==> src/rtl/fws_pkg.sv <==
package fws_pkg;

  typedef enum logic [1:0] {
    ST_IDLE    = 2'd0,
    ST_COLLECT = 2'd1,
    ST_PROG    = 2'd2
  } seq_state_t;

  localparam logic [1:0] SEL_DATA    = 2'd0;
  localparam logic [1:0] SEL_CTRL    = 2'd1;
  localparam logic [1:0] SEL_ADDR_LO = 2'd2;
  localparam logic [1:0] SEL_ADDR_HI = 2'd3;

  localparam int CTRL_WEN_BIT    = 0;
  localparam int CTRL_SWBUSY_BIT = 1;
  localparam int CTRL_BUSY_BIT   = 2;

endpackage

==> src/rtl/fws_byte_pack.sv <==
module fws_byte_pack #(
  parameter int BYTES  = 4,
  parameter int LANE_W = 8
) (
  input  logic                      clk,
  input  logic                      rst,
  input  logic                      clr,
  input  logic                      push,
  input  logic [LANE_W-1:0]         din,
  output logic [BYTES*LANE_W-1:0]   word_o,
  output logic                      last_o
);
  localparam int CNT_W = (BYTES > 1) ? $clog2(BYTES) : 1;
  localparam logic [CNT_W-1:0] LAST_IDX = CNT_W'(BYTES - 1);

  logic [CNT_W-1:0] cnt_q;

  // lane fill counter, wraps after the final lane
  always_ff @(posedge clk) begin
    if (rst || clr) begin
      cnt_q <= '0;
    end else if (push) begin
      if (cnt_q == LAST_IDX) cnt_q <= '0;
      else                   cnt_q <= cnt_q + CNT_W'(1);
    end
  end

  assign last_o = push && (cnt_q == LAST_IDX);

  for (genvar g = 0; g < BYTES; g++) begin : g_lane
    logic [LANE_W-1:0] lane_q;
    logic              hit;

    assign hit = push && (cnt_q == CNT_W'(g));

    always_ff @(posedge clk) begin
      if (rst || clr)  lane_q <= '0;
      else if (hit)    lane_q <= din;
    end

    // the word seen by the sequencer includes the byte arriving now
    assign word_o[g*LANE_W +: LANE_W] = hit ? din : lane_q;
  end

endmodule

==> src/rtl/fws_win_timer.sv <==
module fws_win_timer #(
  parameter int WIN_CYCLES = 1280
) (
  input  logic clk,
  input  logic rst,
  input  logic restart,
  input  logic run,
  output logic expired
);
  localparam int TW = $clog2(WIN_CYCLES + 1);
  localparam logic [TW-1:0] LAST = TW'(WIN_CYCLES - 1);

  logic [TW-1:0] cnt_q;

  always_ff @(posedge clk) begin
    if (rst || restart)               cnt_q <= '0;
    else if (run && (cnt_q != LAST))  cnt_q <= cnt_q + TW'(1);
  end

  // high during the final cycle of the window
  assign expired = run && (cnt_q == LAST);

endmodule

==> src/rtl/fws_seq.sv <==
module fws_seq
  import fws_pkg::*;
#(
  parameter int ADDR_W = 10,
  parameter int WORD_W = 32
) (
  input  logic              clk,
  input  logic              rst,
  input  logic              ctrl_wr,
  input  logic              ctrl_wen,
  input  logic              byte_wr,
  input  logic              addr_lo_wr,
  input  logic              addr_hi_wr,
  input  logic [7:0]        wdata,
  input  logic [WORD_W-1:0] packed_word,
  input  logic              last_byte,
  input  logic              timeout,
  input  logic              fl_done,
  output logic              push_ok,
  output logic              pack_clr,
  output logic              tmr_restart,
  output logic              tmr_run,
  output logic [ADDR_W-1:0] fl_addr,
  output logic [WORD_W-1:0] fl_data,
  output logic              fl_prog,
  output logic              dma_req,
  output logic              wen,
  output logic              swbusy,
  output logic              busy,
  output logic [ADDR_W-1:0] word_addr
);
  seq_state_t state_q;
  logic       start;
  logic       stop;
  logic       prog_end;
  logic [15:0] addr16_c;

  always_comb begin
    start       = (state_q == ST_IDLE) && ctrl_wr && ctrl_wen;
    stop        = ctrl_wr && !ctrl_wen;
    prog_end    = (state_q == ST_PROG) && fl_done;
    push_ok     = byte_wr && (state_q == ST_COLLECT);
    tmr_run     = (state_q == ST_COLLECT);
    tmr_restart = start || prog_end;
    pack_clr    = (state_q != ST_COLLECT) || stop || timeout;
  end

  always_comb begin
    addr16_c = 16'(word_addr);
    if (addr_lo_wr) addr16_c[7:0]  = wdata;
    if (addr_hi_wr) addr16_c[15:8] = wdata;
  end

  always_ff @(posedge clk) begin
    if (rst) begin
      state_q   <= ST_IDLE;
      wen       <= 1'b0;
      swbusy    <= 1'b0;
      busy      <= 1'b0;
      word_addr <= '0;
      fl_addr   <= '0;
      fl_data   <= '0;
      fl_prog   <= 1'b0;
      dma_req   <= 1'b0;
    end else begin
      fl_prog <= 1'b0;
      dma_req <= 1'b0;
      case (state_q)
        ST_IDLE: begin
          if (start) begin
            state_q <= ST_COLLECT;
            wen     <= 1'b1;
            busy    <= 1'b1;
            dma_req <= 1'b1;
          end else if (addr_lo_wr || addr_hi_wr) begin
            word_addr <= ADDR_W'(addr16_c);
          end
        end
        ST_COLLECT: begin
          if (stop) begin
            state_q <= ST_IDLE;
            wen     <= 1'b0;
            busy    <= 1'b0;
          end else if (last_byte) begin
            state_q <= ST_PROG;
            swbusy  <= 1'b1;
            fl_prog <= 1'b1;
            fl_addr <= word_addr;
            fl_data <= packed_word;
          end else if (timeout) begin
            state_q <= ST_IDLE;
            wen     <= 1'b0;
            busy    <= 1'b0;
          end else if (push_ok) begin
            dma_req <= 1'b1;
          end
        end
        ST_PROG: begin
          if (fl_done) begin
            swbusy    <= 1'b0;
            word_addr <= word_addr + ADDR_W'(1);
            if (wen && !stop) begin
              state_q <= ST_COLLECT;
              dma_req <= 1'b1;
            end else begin
              state_q <= ST_IDLE;
              wen     <= 1'b0;
              busy    <= 1'b0;
            end
          end else if (stop) begin
            wen <= 1'b0;
          end
        end
        default: state_q <= ST_IDLE;
      endcase
    end
  end

endmodule

==> src/rtl/fws_ctrl.sv <==
module fws_ctrl
  import fws_pkg::*;
#(
  parameter int ADDR_W     = 10,
  parameter int WIN_CYCLES = 1280,
  parameter int BYTES      = 4
) (
  input  logic                  clk,
  input  logic                  rst,
  input  logic [1:0]            reg_sel,
  input  logic                  reg_wr,
  input  logic [7:0]            reg_wdata,
  output logic [7:0]            reg_rdata,
  output logic [ADDR_W-1:0]     fl_addr,
  output logic [BYTES*8-1:0]    fl_data,
  output logic                  fl_prog,
  input  logic                  fl_done,
  output logic                  dma_req
);
  localparam int WORD_W = BYTES * 8;

  logic              ctrl_wr, byte_wr, addr_lo_wr, addr_hi_wr;
  logic              push_ok, pack_clr, last_byte;
  logic              tmr_restart, tmr_run, timeout;
  logic [WORD_W-1:0] packed_word;
  logic              wen, swbusy, busy;
  logic [ADDR_W-1:0] word_addr;
  logic [15:0]       addr16;

  assign byte_wr    = reg_wr && (reg_sel == SEL_DATA);
  assign ctrl_wr    = reg_wr && (reg_sel == SEL_CTRL);
  assign addr_lo_wr = reg_wr && (reg_sel == SEL_ADDR_LO);
  assign addr_hi_wr = reg_wr && (reg_sel == SEL_ADDR_HI);

  fws_byte_pack #(.BYTES(BYTES), .LANE_W(8)) u_pack (
    .clk    (clk),
    .rst    (rst),
    .clr    (pack_clr),
    .push   (push_ok),
    .din    (reg_wdata),
    .word_o (packed_word),
    .last_o (last_byte)
  );

  fws_win_timer #(.WIN_CYCLES(WIN_CYCLES)) u_timer (
    .clk     (clk),
    .rst     (rst),
    .restart (tmr_restart),
    .run     (tmr_run),
    .expired (timeout)
  );

  fws_seq #(.ADDR_W(ADDR_W), .WORD_W(WORD_W)) u_seq (
    .clk         (clk),
    .rst         (rst),
    .ctrl_wr     (ctrl_wr),
    .ctrl_wen    (reg_wdata[CTRL_WEN_BIT]),
    .byte_wr     (byte_wr),
    .addr_lo_wr  (addr_lo_wr),
    .addr_hi_wr  (addr_hi_wr),
    .wdata       (reg_wdata),
    .packed_word (packed_word),
    .last_byte   (last_byte),
    .timeout     (timeout),
    .fl_done     (fl_done),
    .push_ok     (push_ok),
    .pack_clr    (pack_clr),
    .tmr_restart (tmr_restart),
    .tmr_run     (tmr_run),
    .fl_addr     (fl_addr),
    .fl_data     (fl_data),
    .fl_prog     (fl_prog),
    .dma_req     (dma_req),
    .wen         (wen),
    .swbusy      (swbusy),
    .busy        (busy),
    .word_addr   (word_addr)
  );

  assign addr16 = 16'(word_addr);

  // registered read-back of the selected register
  always_ff @(posedge clk) begin
    if (rst) begin
      reg_rdata <= '0;
    end else begin
      reg_rdata <= '0;
      case (reg_sel)
        SEL_CTRL: begin
          reg_rdata[CTRL_WEN_BIT]    <= wen;
          reg_rdata[CTRL_SWBUSY_BIT] <= swbusy;
          reg_rdata[CTRL_BUSY_BIT]   <= busy;
        end
        SEL_ADDR_LO: reg_rdata <= addr16[7:0];
        SEL_ADDR_HI: reg_rdata <= addr16[15:8];
        default:     reg_rdata <= '0;
      endcase
    end
  end

endmodule

==> config.mk <==
export PLATFORM = sky130hd
export DESIGN_NAME = fws_ctrl
export DESIGN_NICKNAME = d
export VERILOG_FILES = /design/src/rtl/fws_pkg.sv /design/src/rtl/fws_byte_pack.sv /design/src/rtl/fws_win_timer.sv /design/src/rtl/fws_seq.sv /design/src/rtl/fws_ctrl.sv
export SDC_FILE = /design/constraint.sdc
export NUM_CORES = 1
export LEC_CHECK = 0
export BUFFER_PORTS_ARGS = -buffer_cell sky130_fd_sc_hd__buf_2
export CORE_ASPECT_RATIO = 0.9
export CORE_MARGIN = 1.5
export CORE_UTILIZATION = 25
export CTS_CLUSTER_DIAMETER = 30
export CTS_CLUSTER_SIZE = 25
export DETAILED_ROUTE_END_ITERATION = 10
export SYNTH_ARGS = -nofsm -noshare
export SYNTH_HDL_FRONTEND = slang
export SYNTH_SLANG_ARGS = --single-unit
export TNS_END_PERCENT = 100
==> constraint.sdc <==
create_clock -name clk -period 2.2 [get_ports clk]
set_input_delay 0.33 -clock clk [delete_from_list [all_inputs] [get_ports clk]]
set_output_delay 0.33 -clock clk [all_outputs]
set_load 0.02 [all_outputs]
# After elaboration in Yosys (flattened, before gate mapping)
# Index checks and enable logic that the tools add are counted.
classes:
  addsub: 3
  n_mul: 0
  div_mod_pow: 0
  n_lt_le_gt_ge: 0
  eq_ne: 25
  shift: 0
  mux: 41
  n_bitwise: 3
  reduce_logical: 39
ops:
  columns: ["operator", "count"]
  rows:
  - ["2-to-1 mux 8 bit", 4]
  - ["2-to-1 mux 10 bit", 3]
  - ["2-to-1 mux 1 bit", 20]
  - ["one-hot mux 10 bit (2 select lines)", 1]
  - ["logical AND 1 bit", 16]
  - ["2-to-1 mux 2 bit", 7]
  - ["inequality test 2 bit, second input constant", 6]
  - ["AND reduction 6 bit", 2]
  - ["adder 11 x 1 -> 11 bit, second input constant", 1]
  - ["equality test 11 bit, second input constant", 1]
  - ["inequality test 11 bit, second input constant", 1]
  - ["adder 10 x 1 -> 10 bit, second input constant", 1]
  - ["equality test 2 bit, second input constant", 5]
  - ["AND reduction 5 bit", 2]
  - ["one-hot mux 1 bit (3 select lines)", 3]
  - ["one-hot mux 3 bit (3 select lines)", 1]
  - ["inequality test 2 x 1 -> 1 bit, second input constant", 4]
  - ["equality test 2 x 1 -> 1 bit, second input constant", 3]
  - ["logical NOT 2 bit", 3]
  - ["logical OR 1 bit", 6]
  - ["inequality test 3 x 2 -> 1 bit, second input constant", 2]
  - ["one-hot mux 2 bit (3 select lines)", 1]
  - ["AND reduction 3 bit", 2]
  - ["inequality test 4 x 2 -> 1 bit, second input constant", 1]
  - ["11 further kinds", 15]
word_totals:
  regBits: 104
  latchBits: 0
  mem_bits_rw: 0
  romBits: 0
  input_bits: 14
  output_inout_bits: 52
  elab_cells: 128
  n_memories: 0

# Depth between registers and ports, before layout
# Gate-level depths: netlist (run 1).
depth:
  ltp_word: 8
  mapped_depth: 9

# Cells and area by module
# A second synthesis (run 1) with hierarchy kept.
unflattened:
  cells_unflattened: 628
  hier_area_um2: 5241.3
by_module_without_submodules:
  columns: ["module", "n_inst", "cells_each", "area_per_inst_um2", "seq_area_each_um2"]
  rows:
  - ["fws_seq", 1, 329, 2590.0, 1181.1]
  - ["fws_byte_pack", 1, 195, 1694.1, 680.7]
  - ["fws_win_timer", 1, 75, 641.9, 220.2]
  - ["fws_ctrl", 1, 29, 315.3, 160.2]

# Worst setup path before layout (run 1)
# OpenSTA, ideal clock, no wires.
synth_timing:
  path_type: "reg2reg"
  from: "register u_seq.state_q[1]"
  to: "register u_seq.fl_data[14]"
  setup_ns: 0.086
  arrival_ns: 1.743
  required_ns: 2.114
  path_slack_ns: 0.372
  stages_incl_launch_ff: 10
  n_path_buf: 4
  cell_sequence: "dfxtp_1 > inv_1 > ha_1 > and4bb_1 > buf_4 > and2_1 > buf_4 > buf_6 > buf_2 > a211oi_1"
synth_between:
  elab_chain_cells: 4
synth_lines:
  columns: ["item", "line", "source"]
  rows:
  - ["start: declaration", "fws_seq.sv:32", "seq_state_t state_q;"]
  - ["start signal: assignment", "fws_seq.sv:56", "state_q <= ST_IDLE;"]
  - ["start signal: assignment", "fws_seq.sv:71", "state_q <= ST_COLLECT;"]
  - ["start signal: assignment", "fws_seq.sv:81", "state_q <= ST_IDLE;"]
  - ["equality test 2 x 1 -> 1 bit *", "fws_seq.sv:42, fws_seq.sv:68", null]
  - ["logical AND 1 bit", "fws_seq.sv:42", "push_ok = byte_wr && (state_q == ST_COLLECT);"]
  - ["logical AND 1 bit (on tied branches)", "fws_byte_pack.sv:28, fws_byte_pack.sv:34", null]
  - ["AND reduction 3 bit (no line) or 2-to-1 mux 8 bit (tied branches)", null, null]
  - ["end signal: assignment", "fws_seq.sv:89", "fl_data <= packed_word;"]
  - ["end: declaration", "fws_seq.sv:24", "output logic [WORD_W-1:0] fl_data,"]
# Mark *: on every way between the ends. The rest lies on a longest branch, timed or not.
# A chain may end at the register's enable or synchronous reset.

# Worst setup path in the final report (run 1)
layout_timing:
  from: "register u_seq.state_q[1]"
  to: "register u_seq.fl_data[11]"
# The elaborated chain is that of the path after synthesis.

==> impl_metrics.ini, run 1 <==
[timing]
finalCriticalPeriod_ns = 1.919
fin_crit_sh_pct = 87.23
finClkSkew_ns = 0.009124
slew_headroom_pct = 54.15
rsz0062_at_grt = false
slew_viol_final = 0
setup_tns_ns = 0
fmax_mhz = 521.1
worst_slack_ns = 0.2809
hold_viol = 0
setup-violations-final = 0
tightest_slew_ns = 0.6863

[yosys]
synth.top_cell.area_share_pct = 47.84
avgSynthCellArea_sq_um = 8.954
synth-seq-cells = 104
yosysWarnings = 0
ys_top_cells_by_count = 104 x dfxtp_1, 64 x nor2_1, 56 x nand2_1, 37 x a21oi_1, 27 x mux2i_1
netlist_instances = 486
synth_cell_type_count = 55
synth_most_common_cell = dfxtp_1
synth_top_cell_by_area = dfxtp_1
async_reset_ff_share_pct = 0
yosys_most_used_dff = dfxtp_1
synthTopCellsByArea = dfxtp_1 48%, mux2i_1 6.2%, nor2_1 5.5%, nand2_1 4.8%, a211oi_1 4.3%
synth_edf_count = 0
yosysSeqAreaShare_pct = 47.84
mappedNetlistNets = 510
synth_area_sq_mm = 0.004352

[critical_path]
rr_worst_depth = 7
cpLargestDelayFamily = simple AND/OR/NAND/NOR gates
endpoint_kind = flop
worst_ep_arrival_time_ns = 2.19
crit_slowest_cell = and4bb_1
worstPathCellList = inv_1, ha_1, and4bb_1, and2_2, buf_4, nor2_1, a211oi_1
cpPeakStageDelay_ns = 0.39
crit_buf_inv = 2
cp.depth = 7
critPathLaunchType = flop
crit_type = reg -> reg
crit_fanout = 30
worstPathRequired_ns = 2.47

[power]
p_int_uw = 2975
comb_power_share_pct = 4.1
power_uw = 3881
power.switching_uw = 906.4
ir_drop_v = 0.0003560
powerDensity_mw_per_mm2 = 736.3
p_seq_share_pct = 49.4
p_leak_uw = 0.002065
p_sw_share_pct = 23.36
p_clk_share_pct = 46.4

[floorplan]
std_cell_rows = 45
die_w_um = 142.1
start_util_pct = 25.68
io_pins = 66
core-area_sq_mm = 0.01695
dieArea_sq_mm = 0.01821
chipHeight_um = 128.2

[clock_network]
ctsHoldBuffers = 0
cts_tree = done
clkLatencyLatePin_ns = 0.36
htreeDepth = 3
clock-sinks = 104
cts_setup_buffers = 0
numCtsBuffers = 9
cts.path.max_buffers = 2
clkTransAtPathRegs_ns = 0.08
cts_resized = 0
clock_tree.root_cell = clkbuf_16

[routing]
drtIter0Drc = 246
num_vias = 3557
viasPerCell = 4.525
wl_um = 10850
drc = 0
post_drt_wl_per_cell_um = 13.80
first_pass_iters = 4
drtAntennaViolNets = 0

[placement]
routabilityCongestion = 0.8011
place_hpwl_um = 7494
pre_cts_ws_ns = 0.2734
port_buffers = 65
place_inst = 770

[hold_path]
hold_depth = 3
worstHoldPathType = in -> reg

[global_route]
grt_antenna_before_repair = 0
first_global_vias = 3310
grt_start_max_net_pins = 31
grt-ovfl-total = 0
grt_pass1_wl_um = 17560
grtUsageTotal_pct = 12.53

[status]
status = finished clean

[finish]
area_delta_synth_final_pct = 21.13
fin_nets = 570
stdcell_count = 786
antenna_cells = 0
drive_above_1_share_pct = 18.15

[job]
max_cap_violations = 0
-- cells in the final DEF (no fill, tap or decap), types with 3 or more instances in the layout --
| cell type | n |
|---|---|
| dfxtp_1 | 104 |
| buf_2 | 65 |
| nor2_1 | 64 |
| nand2_1 | 56 |
| a21oi_1 | 37 |
| mux2i_1 | 27 |
| a211oi_1 | 25 |
| o21ai_0 | 19 |
| nand3_1 | 11 |
| buf_4 | 11 |
| ha_1 | 10 |
| inv_1 | 9 |
| nor3_1 | 9 |
| clkbuf_16 | 9 |
| and2_1 | 8 |
| nor2b_1 | 7 |
| nor4_1 | 4 |
| a311oi_1 | 4 |
| xnor2_1 | 4 |
| or3_1 | 4 |
| nor3b_1 | 3 |
| nand4bb_1 | 3 |
| nand2b_1 | 3 |
| nand4_1 | 3 |
| a22oi_1 | 3 |
| o31ai_1 | 3 |
| and3_1 | 3 |
| a31oi_1 | 3 |
-- final timing paths --
| check | startpoint | endpoint | slack [ns] |
|---|---|---|---|
| max | u_seq.state_q[1]$_SDFFE_PP0P_ | u_seq.fl_data[11]$_SDFFE_PP0P_ | 0.28 |
| min | reg_wdata[2] | u_seq.fl_data[26]$_SDFFE_PP0P_ | 0.28 |
| max reg2reg | u_seq.state_q[1]$_SDFFE_PP0P_ | u_seq.fl_data[11]$_SDFFE_PP0P_ | 0.28 |
| min reg2reg | u_seq.fl_addr[6]$_SDFFE_PP0P_ | u_seq.fl_addr[6]$_SDFFE_PP0P_ | 0.45 |
-- worst reg2reg max path, delay by kind of cell (launching register included) --
kind            cells  cell delay (ns)
simple gates        3             0.71
buf+inv             2             0.41
flops               1             0.33
compound gates      1             0.21
fa+ha+maj           1             0.18
-- per-stage QoR --
stage | util (%) | hold WS [ns] | area (sq um)
2_1_floorplan | - | 0.4361 | 4352
3_3_place_gp | 29.10 | 0.4434 | 4932
3_5_place_dp | 29.10 | 0.4448 | 4932
4_1_cts | 31.10 | 0.2831 | 5271
5_1_grt | 31.10 | 0.2982 | 5271
6_report | 31.10 | 0.2771 | 5271
-- power by group through the flow --
stage | clock, uW | sequential [uW] | combinational, uW
final | 1800 | 1920 | 160
after global routing | 1930 | 1920 | 177
after CTS | 1850 | 1920 | 160
after detailed placement | 0 | 1960 | 159
after global placement | 0 | 1960 | 161
after floorplan | 0 | 1960 | 92.6
-- routing by layer --
layer | up-vias | share of wire [%] | global-route usage, %
li1 | 1830 | - | -
met1 | 1644 | 52 | 17.25
met2 | 72 | 42 | 18.48
met3 | 11 | 5.0 | 4.371
met4 | 0 | 1.4 | 3.457
met5 | - | 0 | 0
-- kinds of logic (layout without fill, tap and decap cells) --
logic type,count (synthesis),count (layout),synth area share [%]
buf+inv,39,104,4.600
simple gates,187,187,20.27
mux,29,29,6.728
xor+xnor,6,6,1.208
flops,104,104,47.84
fa+ha+maj,10,10,2.875
compound gates,111,111,16.48
-- flip-flops by register name, indices dropped and copies added, names as in the netlist --
| register | flops |
|---|---|
| reg_rdata | 8 |
| u_pack.cnt_q | 2 |
| u_pack.g_lane.lane_q | 24 |
| u_seq.busy | 1 |
| u_seq.dma_req | 1 |
| u_seq.fl_addr | 10 |
| u_seq.fl_data | 32 |
| u_seq.fl_prog | 1 |
| u_seq.state_q | 2 |
| u_seq.swbusy | 1 |
| u_seq.wen | 1 |
| u_seq.word_addr | 10 |
| u_timer.cnt_q | 11 |
-- area by class of cell --
class / count / area [sq um]
inverter: 10 / 37.54
sequential: 104 / 2082
tap: 235 / 294.0
multi-input combinational: 343 / 2071
clock buffer: 9 / 225.2
fill: 1795 / 11680
clock inverter: 7 / 113.9
timing repair buffer: 78 / 447.9
No activity file was read; power rests on OpenSTA's default activity.
==> inputs of run 2 (changes only) <==
--- a/config.mk
+++ b/config.mk
@@ -12,6 +12,7 @@
 export CTS_CLUSTER_DIAMETER = 30
 export CTS_CLUSTER_SIZE = 25
 export DETAILED_ROUTE_END_ITERATION = 10
+export REMOVE_ABC_BUFFERS = 1
 export SYNTH_ARGS = -nofsm -noshare
 export SYNTH_HDL_FRONTEND = slang
 export SYNTH_SLANG_ARGS = --single-unit
==> run 2 against run 1 <==
  * Count of clock-buffer cells in the layout grew 2
  * Critical path type unchanged
  * Design area grew 0.78%
  * Worst hold slack gained 0.012 ns
  * Flip-flop and latch count is the same
  * Cell count grew 0.89%
  * Sequential power is essentially flat
  * First-iteration DRC count shrank 4.5%
==> impl_metrics.ini, run 2 (synthesis results as in run 1) <==
[critical_path]
worstPathCellList = inv_1, ha_1, and4bb_1, and2_2, buf_12, nor2_1, a211oi_1
worst_ep_arrival_time_ns = 2.15
crit_type = reg -> reg
worstPathRequired_ns = 2.46
cpPeakStageDelay_ns = 0.37
cpLargestDelayFamily = simple AND/OR/NAND/NOR gates
crit_fanout = 58
endpoint_kind = flop
crit_slowest_cell = and4bb_1
crit_buf_inv = 2
critPathLaunchType = flop

[power]
ir_drop_v = 0.0004433
powerDensity_mw_per_mm2 = 717.5
p_leak_uw = 0.002094

[placement]
routabilityCongestion = 0.8072
port_buffers = 65
postPlaceCellArea_sq_mm = 0.004985
place_hpwl_um = 7556
pre_cts_ws_ns = 0.3084

[finish]
largest_reg_flops = 32
multi_input_comb_area_sq_mm = 0.002071
seq_area_sq_mm = 0.002082
layout_commonest_cell = dfxtp_1
drive_above_1_share_pct = 19.00
final_cell_mix = 104 x dfxtp_1, 65 x buf_2, 64 x nor2_1
antenna_cells = 0
reg_top3 = u_seq.fl_data x32, u_pack.g_lane.lane_q x24, u_timer.cnt_q x11
finalInstanceArea_sq_mm = 0.005313
fin_nets = 577
largest-register = u_seq.fl_data
area_delta_synth_final_pct = 22.08
fill_cells = 1825

[floorplan]
start_util_pct = 25.68
core-area_sq_mm = 0.01695
dieArea_sq_mm = 0.01821
die_w_um = 142.1
chipHeight_um = 128.2
io_pins = 66
std_cell_rows = 45

[timing]
hold_slack_ns = 0.2887
hold_viol = 0
tightest_slew_ns = 0.5002
slew_headroom_pct = 66.58
rsz0062_at_grt = false
fmax_mhz = 526.6
worst_slack_ns = 0.3009
setup-violations-final = 0
fin_crit_sh_pct = 86.32
finClkSkew_ns = 0.009288
finalCriticalPeriod_ns = 1.899
slew_viol_final = 0

[global_route]
grt_antenna_before_repair = 0
grt_start_max_net_pins = 59
first_global_vias = 3174
grtUsageTotal_pct = 11.61
grt-ovfl-total = 0
grt_pass1_wl_um = 16770

[clock_network]
clkTransAtPathRegs_ns = 0.07
cts.path.max_buffers = 2
ctsHoldBuffers = 0
cts_resized = 0
clock_tree.root_cell = clkbuf_16
cts_setup_buffers = 0
htreeDepth = 3
clkLatencyLatePin_ns = 0.34
numCtsBuffers = 9
clock-sinks = 104
cts_tree = done

[routing]
drtAntennaViolNets = 0
num_vias = 3621
drtIter0Drc = 235
post_drt_wl_per_cell_um = 13.35
drc = 0
first_pass_iters = 4
wl_um = 10590
viasPerCell = 4.566

[status]
status = finished clean

[job]
max_cap_violations = 0

[hold_path]
worstHoldPathType = in -> reg
==> run 2: worst paths after layout <==
kind                            startpoint                        endpoint  slack (ns)  depth (start not counted)
max reg2reg  u_seq.state_q[1]$_SDFFE_PP0P_   u_seq.fl_data[0]$_SDFFE_PP0P_        0.30                          7
min reg2reg  u_seq.fl_addr[6]$_SDFFE_PP0P_   u_seq.fl_addr[6]$_SDFFE_PP0P_        0.45                          2
max          u_seq.state_q[1]$_SDFFE_PP0P_   u_seq.fl_data[0]$_SDFFE_PP0P_        0.30                          7
min                           reg_wdata[1]  u_seq.fl_data[25]$_SDFFE_PP0P_        0.29                          3
==> run 2: cell type report <==
class                   count  area share (%)
clock buffers              11           4.569
inverters                  10          0.7065
repair buffers             85           9.421
flip-flops and latches    104           39.19
multi-input cells         343           38.98
clock inverters             5           1.602
well taps                 235           5.535
==> run 2: metrics by stage <==
step | TNS, ns | cells | total power (uW) | utilization (%)
4_1_cts | 0 | 793 | 3858 | 31.35
6_report | 0 | 793 | 3812 | 31.35
2_1_floorplan | -18.78 | 457 | 2026 | -
3_5_place_dp | 0 | 777 | 2121 | 29.41
3_3_place_gp | 0 | 777 | 2122 | 29.41
5_1_grt | 0 | 793 | 3949 | 31.35
==> run 2: where the power goes <==
part / switching (uW) / internal, uW
logic: 102 / 57.8
registers: 20.3 / 1900
clock network: 697 / 1040
total: 819 / 2990
==> run 2: routing by layer <==
layer,vias to the layer above,track usage (%),share of wire (%),wire length (um)
met5,-,0,0,0
met4,0,2.547,0.66,70
met3,5,2.914,3.8,403
met2,76,16.70,41,4363
met1,1690,17.27,54,5749
li1,1850,-,-,-
==> run 2: worst reg2reg max path: cells and delay by family (launching register included) <==
kind,cells,cell delay (ns)
and+or+nand+nor,3,0.72
buffers and inverters,2,0.37
DFF,1,0.34
AOI/OAI and AO/OA,1,0.21
adders and majority gates,1,0.19
